--- src/rtl/mmu_xlate_pkg.sv ---
package mmu_xlate_pkg;
  localparam int VA_W = 32;

  typedef enum logic [1:0] {ACC_RD = 2'd0, ACC_WR = 2'd1, ACC_IF = 2'd2, ACC_RSV = 2'd3} acc_e;

  typedef enum logic [3:0] {
    FLT_NONE    = 4'd0,
    FLT_RD_MISS = 4'd1,
    FLT_WR_MISS = 4'd2,
    FLT_IF_MISS = 4'd3,
    FLT_MULTI   = 4'd4,
    FLT_RD_VIOL = 4'd5,
    FLT_WR_VIOL = 4'd6,
    FLT_IF_VIOL = 4'd7,
    FLT_INIT_WR = 4'd8,
    FLT_ADR_RD  = 4'd9,
    FLT_ADR_WR  = 4'd10,
    FLT_ADR_IF  = 4'd11
  } fault_e;

  localparam logic [VA_W-1:0] USR_WIN_LO = 32'hE000_0000;
  localparam logic [VA_W-1:0] USR_WIN_HI = 32'hE400_0000;
  localparam logic [VA_W-1:0] BYP_MASK   = 32'h1FFF_FFFF;

  // page offset width per size code
  localparam int SIZE_SHIFT [4] = '{10, 12, 16, 20};

  function automatic logic [11:0] fault_code(fault_e f);
    case (f)
      FLT_NONE:                                        return 12'h000;
      FLT_RD_MISS, FLT_IF_MISS, FLT_RD_VIOL, FLT_IF_VIOL: return 12'h0A0;
      FLT_WR_MISS:                                     return 12'h060;
      FLT_MULTI:                                       return 12'h140;
      FLT_INIT_WR:                                     return 12'h080;
      FLT_WR_VIOL, FLT_ADR_RD, FLT_ADR_IF:             return 12'h0C0;
      FLT_ADR_WR:                                      return 12'h100;
      default:                                         return 12'h000;
    endcase
  endfunction
endpackage

--- src/rtl/mmu_region_chk.sv ---
module mmu_region_chk
  import mmu_xlate_pkg::*;
(
  input  logic [VA_W-1:0] vaddr_i,
  input  logic            md_i,
  output logic            addr_err_o,
  output logic            bypass_o
);
  logic in_win;
  assign in_win     = (vaddr_i >= USR_WIN_LO) && (vaddr_i <= USR_WIN_HI);
  assign addr_err_o = !md_i && vaddr_i[VA_W-1] && !in_win;
  assign bypass_o   = (vaddr_i[VA_W-1:VA_W-2] == 2'b10);
endmodule

--- src/rtl/mmu_prot_chk.sv ---
module mmu_prot_chk (
  input  logic [1:0] pr_i,
  input  logic       md_i,
  input  logic       is_wr_i,
  output logic       viol_o
);
  logic [2:0] idx;
  logic       rd_ok, wr_ok;

  assign idx = {pr_i, md_i};

  always_comb begin
    rd_ok = 1'b0;
    wr_ok = 1'b0;
    case (idx)
      3'd1, 3'd4, 3'd5: rd_ok = 1'b1;
      3'd3, 3'd6, 3'd7: begin rd_ok = 1'b1; wr_ok = 1'b1; end
      default: ;
    endcase
  end

  assign viol_o = is_wr_i ? !wr_ok : !rd_ok;
endmodule

--- src/rtl/mmu_addr_comp.sv ---
module mmu_addr_comp
  import mmu_xlate_pkg::*;
#(
  parameter int PPN_W    = 22,
  parameter int PG_SHIFT = 10,
  localparam int PA_W    = PPN_W + PG_SHIFT
) (
  input  logic [VA_W-1:0]  vaddr_i,
  input  logic [1:0]       size_i,
  input  logic [PPN_W-1:0] ppn_i,
  output logic [PA_W-1:0]  paddr_o
);
  logic [PA_W-1:0] mask_tbl [4];
  logic [PA_W-1:0] mask, base, voff;

  for (genvar g = 0; g < 4; g++) begin : g_mask
    assign mask_tbl[g] = PA_W'((64'd1 << SIZE_SHIFT[g]) - 64'd1);
  end

  assign mask    = mask_tbl[size_i];
  assign base    = {ppn_i, {PG_SHIFT{1'b0}}};
  assign voff    = PA_W'(vaddr_i);
  assign paddr_o = (base & ~mask) | (voff & mask);
endmodule

--- src/rtl/mmu_xlate.sv ---
module mmu_xlate
  import mmu_xlate_pkg::*;
#(
  parameter int PPN_W    = 22,
  parameter int PG_SHIFT = 10,
  localparam int PA_W    = PPN_W + PG_SHIFT
) (
  input  logic             clk_i,
  input  logic             rst_ni,
  input  logic             req_valid_i,
  input  logic [31:0]      vaddr_i,
  input  logic [1:0]       acc_i,
  input  logic             md_i,
  input  logic             sv_i,
  input  logic             tlb_hit_i,
  input  logic             tlb_multi_i,
  input  logic [1:0]       tlb_pr_i,
  input  logic             tlb_dirty_i,
  input  logic [1:0]       tlb_size_i,
  input  logic [PPN_W-1:0] tlb_ppn_i,
  output logic             use_asid_o,
  output logic             rsp_valid_o,
  output logic [PA_W-1:0]  paddr_o,
  output logic [3:0]       fault_o,
  output logic [11:0]      excp_o
);
  logic            is_wr, is_if;
  logic            addr_err, bypass, viol;
  logic [PA_W-1:0] tlb_pa;
  fault_e          flt_d;
  logic [PA_W-1:0] pa_d;

  assign is_wr = (acc_e'(acc_i) == ACC_WR);
  assign is_if = (acc_e'(acc_i) == ACC_IF);

  assign use_asid_o = !sv_i || !md_i;

  mmu_region_chk u_region (
    .vaddr_i   (vaddr_i),
    .md_i      (md_i),
    .addr_err_o(addr_err),
    .bypass_o  (bypass)
  );

  mmu_prot_chk u_prot (
    .pr_i   (tlb_pr_i),
    .md_i   (md_i),
    .is_wr_i(is_wr),
    .viol_o (viol)
  );

  mmu_addr_comp #(.PPN_W(PPN_W), .PG_SHIFT(PG_SHIFT)) u_comp (
    .vaddr_i(vaddr_i),
    .size_i (tlb_size_i),
    .ppn_i  (tlb_ppn_i),
    .paddr_o(tlb_pa)
  );

  // priority: address error > bypass > multi > miss > protection > dirty
  always_comb begin
    flt_d = FLT_NONE;
    pa_d  = '0;
    if (addr_err) begin
      flt_d = is_wr ? FLT_ADR_WR : (is_if ? FLT_ADR_IF : FLT_ADR_RD);
    end else if (bypass) begin
      pa_d = PA_W'(vaddr_i & BYP_MASK);
    end else if (tlb_multi_i) begin
      flt_d = FLT_MULTI;
    end else if (!tlb_hit_i) begin
      flt_d = is_wr ? FLT_WR_MISS : (is_if ? FLT_IF_MISS : FLT_RD_MISS);
    end else if (viol) begin
      flt_d = is_wr ? FLT_WR_VIOL : (is_if ? FLT_IF_VIOL : FLT_RD_VIOL);
    end else if (is_wr && !tlb_dirty_i) begin
      flt_d = FLT_INIT_WR;
    end else begin
      pa_d = tlb_pa;
    end
  end

  always_ff @(posedge clk_i or negedge rst_ni) begin
    if (!rst_ni) begin
      rsp_valid_o <= 1'b0;
      paddr_o     <= '0;
      fault_o     <= '0;
      excp_o      <= '0;
    end else begin
      rsp_valid_o <= req_valid_i;
      if (req_valid_i) begin
        paddr_o <= pa_d;
        fault_o <= flt_d;
        excp_o  <= fault_code(flt_d);
      end
    end
  end
endmodule

--- config.mk ---
export PLATFORM = sky130hd
export DESIGN_NAME = mmu_xlate
export DESIGN_NICKNAME = d
export VERILOG_FILES = /design/src/rtl/mmu_xlate_pkg.sv /design/src/rtl/mmu_region_chk.sv /design/src/rtl/mmu_prot_chk.sv /design/src/rtl/mmu_addr_comp.sv /design/src/rtl/mmu_xlate.sv
export SDC_FILE = /design/constraint.sdc
export NUM_CORES = 1
export LEC_CHECK = 0
export ABC_AREA = 0
export BUFFER_PORTS_ARGS = -buffer_cell sky130_fd_sc_hd__clkbuf_2
export CAP_MARGIN = 5
export CORE_ASPECT_RATIO = 1.1
export CORE_UTILIZATION = 34
export DETAILED_ROUTE_END_ITERATION = 10
export PLACE_DENSITY = 0.62
export SYNTH_ARGS = -nofsm -noshare
export SYNTH_HDL_FRONTEND = slang
export SYNTH_SLANG_ARGS = --single-unit
--- constraint.sdc ---
create_clock -name clk_i -period 0.9 [get_ports clk_i]
set_input_delay 0.18 -clock clk_i [delete_from_list [all_inputs] [get_ports clk_i]]
set_output_delay 0.18 -clock clk_i [all_outputs]
set_load 0.01 [all_outputs]
; ---- Word level (Yosys, flattened, before mapping)
; Memories as Yosys holds them, arrays and structs flattened. A register that Yosys moved wholly into a read port is not among the register bits.
; Cells that the tools add are included.
[totals]
ff_bits = 49
latchBits = 0
ram_bits = 0
mem_bits_ro = 64
input_bits = 68
out_inout_bits = 50
wordCells = 60
memories = 1
[classes]
add_sub_neg = 0
multipliers = 0
div_mod_pow = 0
n_lt_le_gt_ge = 3
eq_ne = 9
shift = 0
mux = 24
bitwise_logic = 5
n_reduce_logical = 14
[mem_list]
columns = memory, words, word_bits, read_ports, rd_clocked_by_memory_dff, write_ports, line
row1 = (no name shown), 16, 4, 1, 1, 0, mmu_xlate_pkg.sv:29  ; case (f)
[op_table]
columns = op, count
row1 = $mux W32, 8
row2 = $and A32 B32 Y32, 2
row3 = $bmux W32 S2, 1
row4 = $ge A32 B32 Y1 const B, 1
row5 = $le A32 B32 Y1 const B, 1
row6 = $not A32 Y32, 1
row7 = $or A32 B32 Y32, 1
row8 = $mux W4, 6
row9 = $eq A3 B3 Y1 const B, 4
row10 = $mux W2, 6
row11 = $logic_not A1 Y1, 7
row12 = $reduce_or A6 Y1, 1
row13 = $eq A2 B2 Y1 const B, 2
row14 = $logic_and A1 B1 Y1, 4
row15 = $eq A3 B1 Y1 const B, 1
row16 = $eq A3 B2 Y1 const B, 1
row17 = $ge A3 B3 Y1 const B, 1
row18 = $mux W1, 3
row19 = $not A2 Y3, 1
row20 = $reduce_or A3 Y1, 1
row21 = $eq A2 B1 Y1 const B, 1
row22 = $logic_or A1 B1 Y1, 1

; ---- Longest topological paths before layout
[depth]
depth_word = 13
ltp_mapped = 9
mapped_depth_nobuf = 8

; ---- By module
; From an unflattened synthesis, not the netlist that was laid out.
[hier_totals]
hier_cells = 218
area_unflattened_um2 = 2387.3
[modules_own_cells]
columns = module, n_inst, cells_per_inst, area_per_inst_um2, seq_area_each_um2
row1 = mmu_xlate, 1, 168, 1970.6, 1026.0
row2 = mmu_addr_comp, 1, 34, 287.8, 0.0
row3 = mmu_region_chk, 1, 14, 112.6, 0.0
row4 = mmu_prot_chk, 1, 2, 16.3, 0.0

; ---- Worst setup path before layout
; No wires, ideal clock.
[synth_timing]
path_kind = input-to-reg
from = input vaddr_i[14]
to = register excp_o[7]
setup_time_ns = 0.084
t_arrival_ns = 1.829
required_ns = 0.816
slack_ns = -1.013
stages = 6
n_path_buf = 0
path_cell_list = or4_1 nor2_1 and4_4 nor2_4 or4_4 a41oi_2
[synth_between]
elab_chain_cells = 5
word_cells_on_any_way = 6
cone_classes = order compare (2) / mux (1) / reduce/logical (3)
[synth_rtl]
columns = item, line
row1 = start: declaration, mmu_xlate.sv:11  ; input logic [31:0] vaddr_i,
row2 = $ge A32 B32 Y1 / $le A32 B32 Y1 (equally long branches), mmu_region_chk.sv:10  ; assign in_win = (vaddr_i >= USR_WIN_LO) && (vaddr_i <= USR_WIN_HI);
row3 = $logic_and A1 B1 Y1 (*), mmu_region_chk.sv:10
row4 = $logic_not A1 Y1 (*), mmu_region_chk.sv:11  ; assign addr_err_o = !md_i && vaddr_i[VA_W-1] && !in_win;
row5 = $logic_and A1 B1 Y1 (*), mmu_region_chk.sv:11
row6 = $mux W4 (*), mmu_xlate.sv:63  ; if (addr_err) begin
row7 = end: declaration, mmu_xlate.sv:25  ; output logic [11:0] excp_o
; Mark *: on every way between the ends. The rest lies on a longest branch, timed or not.
; A chain may end at the register's enable or synchronous reset.

; ---- Worst setup path in the final report
[layout_timing]
from = input vaddr_i[15]
to = register excp_o[7]
; The elaborated chain is that of the path after synthesis.

==> summary.txt <==
Place
  • Port bufs: 109
  • Post-placement cell count: around 440
  • Hpwl dp: 5000 µm
  • Area post-placement: 3210 µm²
  • RD Place Congestion: just under 0.8

Setup path
  • Critical Path Source: vaddr_i[15]
  • Crit path arrival time: ~1800 ps
  • R2R depth: 2
  • CP Class: in2reg
  • CP endpoint kind: flip-flop
  • Reg-to-reg critical path startpoint: paddr_o[26]
  • CP delay by family, top: simple AND/OR/NAND/NOR gates
  • Reg-to-reg endpoint: paddr_o[26]
  • Worst path cell trace: clkbuf_2, or4_4, nor2_4, and4_4, nor2_4, or4_4, a41oi_2
  • CP Max Fanout: 4
  • Max incr delay on CP: roughly 540 ps
  • Worst path slowest cell: or4_4
  • Crit path required time: 1110 ps
  • Crit path buffers/inverters: 1
  • Reg2reg setup slack: -100 ps
  • Startpoint types: input pin

Finish
  • Share of post-route cells with drive strength above 1: 0.607
  • # fillers: 483
  • ANT cells: 0
  • Fin cells: 466
  • Final Cell Area: 3670 µm²
  • Area grow syn2layout: 75.1%
  • Most frequent cells in the layout: clkbuf_2, buf_4, dfrtp_1
  • Nets: 457
  • Most common cell after layout, fill and taps aside: clkbuf_2

Floorplan
  • Floorplan row count: 29
  • Die area: about 6500 µm²
  • Die H: ~84 µm
  • Core footprint: 5840 µm²
  • I/O pin count: 118
  • Starting Density: 0.359
  • Chip width: 76.8 µm

Status
  • Status: finished, violations left
  • Failing checks: setup timing

Hold path
  • WHS Endpoint: paddr_o[7]
  • Hold depth: 3
  • Hold WC Path Type: in2reg
  • Worst Hold Launch: vaddr_i[7]

Routing
  • DR vias/cell: approximately 5
  • DR WL/cell: 14.9 µm
  • Vias: approximately 2300
  • Routed Antenna Nets: 0
  • DRC viols: 0
  • DRT iter0 DRCs: 142
  • Drt pass-1 iters: 4
  • Total routed wirelength: approximately 7000 µm

Timing
  • Tcrit/Tclk final: 1.81
  • Final Hold Violating Endpoints: 0
  • PnR worst setup slack: -730 ps
  • Fin crit period: 1630 ps
  • Total negative slack: -29040 ps
  • RSZ-0062 raised after global routing: true
  • Clock Skew: 0 ps
  • Final Max Slew Viols: 0
  • Setup violations, final: 81
  • FMAX: 0.614 GHz

Yosys
  • Ys flop type: dfrtp_1
  • Ys async rst share: 1.00
  • EDFF count, synth: 0
  • Yosys cell types: 47
  • Synth warn: 0
  • Cell count after synthesis: 198
  • Synth Area per Inst: 10.6 µm²
  • Synth Cell Area: 2090 µm²
  • Sequential share of the synthesized area: 0.490
  • FF+latch count, synth: 41

Clock network
  • # clock sinks: 41
  • CTS buffer count: 5
  • CTS tree: done
  • Worst-path clk slew: ~80 ps
  • Clock Tree Root: clkbuf_8
  • Max Buffers Root-to-Sink: 2
  • CTS H-Tree Depth: 2
  • Worst-Skew Late Latency: 290 ps

Power and ir drop
  • Power Total: about 4.7 mW
  • Cell Pwr Density: between 1000 and 1500 nW/µm²
  • Leakage: around 1.9 nW
  • Maximum vdd ir drop: 756 µV

GRT
  • First-pass GRT wire length: 10600 µm
  • Largest net degree at the start of global routing: 42
  • GR Overflow Total: 0
  • Gr usage total: 0.205
  • Initial antenna violation count: 0
  • Vias in the first global route: roughly 2200

Flow run
  • Max-cap violations: 0
-- how the worst max path moves through the flow --
stage                            to  slack, ps  cells after the start
after detailed placement  excp_o[7]      -1070                      7
final                     excp_o[7]       -730                      7
after global routing      excp_o[7]       -760                      7
after CTS                 excp_o[7]       -670                      8
after floorplan           excp_o[7]       -860                      6
after global placement    excp_o[7]      -1130                      7
-- kinds of logic (layout without fill, tap and decap cells) --
logic type	Yosys count	in the layout	synth area share
AO/OA/AOI/OAI	67	67	0.267
AND/OR/NAND/NOR	56	57	0.157
flip-flops	41	41	0.490
buffers and inverters	30	213	0.0687
multiplexers	2	2	0.00956
adder cells (fa/ha/maj)	1	1	0.00597
other	1	8	0.00179
-- metal layers --
layer | GRT usage | up-vias | wire, µm
li1 | - | 1106 | -
met1 | 0.277 | 1075 | 3030
met2 | 0.327 | 95 | 3400
met3 | 0.0413 | 12 | 393
met4 | 0.0717 | 0 | 136
met5 | 0 | - | 0
-- registers in the layout (all words and copies together), names as in the netlist --
register,count
paddr_o,32
rsp_valid_o,1
fault_o,4
excp_o,4
-- timing repair --
item	4_1_cts	5_1_grt
buffers inserted	11	8
endpoints found under the hold margin	41	0
gates resized for setup	20	32
endpoints found under the setup margin	81	81
cloned	0	2
pin swaps	10	8
hold buffers	1	0
-- power breakdown --
part           switching, mW  internal (mW)
Sequential            0.0793           1.99
Clock                  0.638          0.694
Combinational          0.619          0.726
-- per-stage QoR --
step	util	hold slack (ps)	worst slack [ps]
CTS	0.597	96.5	-669
detailed placement	0.550	177	-1070
finish	0.628	99.4	-730
global route	0.628	104	-755
global placement	0.550	173	-1130
floorplan	-	-116	-863
-- final cells by class --
type,count,area (µm²),share of cell area
Tap cell,77,96.3,0.0263
Timing Repair Buffer,190,1260,0.343
Sequential cell,41,1030,0.280
Inverter,15,56.3,0.0153
Clock buffer,7,96.3,0.0263
Clock inverter,1,5.00,0.00136
Multi-Input combinational cell,135,1130,0.308
-- worst reg2reg max path, stage by stage, from the launching register on --
cell	delay (ps)
dfrtp_1	400
buf_4	140
a221o_1	340
-- Yosys cell counts (2+ instances only) --
library cell | count | share of area
dfrtp_1 | 41 | 0.49
o21ai_0 | 4 | 0.0096
nand2_1 | 5 | 0.0090
inv_1 | 15 | 0.027
and2_0 | 7 | 0.021
or4_4 | 2 | 0.011
nand2b_1 | 3 | 0.0090
o2bb2ai_1 | 18 | 0.075
nor2b_1 | 8 | 0.024
a32oi_1 | 2 | 0.0084
a22oi_1 | 4 | 0.014
mux2i_1 | 2 | 0.0096
nor2_1 | 13 | 0.023
a21oi_1 | 6 | 0.014
and2_1 | 3 | 0.0090
buf_4 | 8 | 0.029
a22o_1 | 3 | 0.013
a221o_1 | 13 | 0.062
a21o_1 | 2 | 0.0072
nand3_1 | 2 | 0.0048
nor3_1 | 2 | 0.0048
nor4_1 | 4 | 0.012
clkbuf_1 | 6 | 0.011
o21a_1 | 2 | 0.0072
Power figures use the tool's default switching activity.
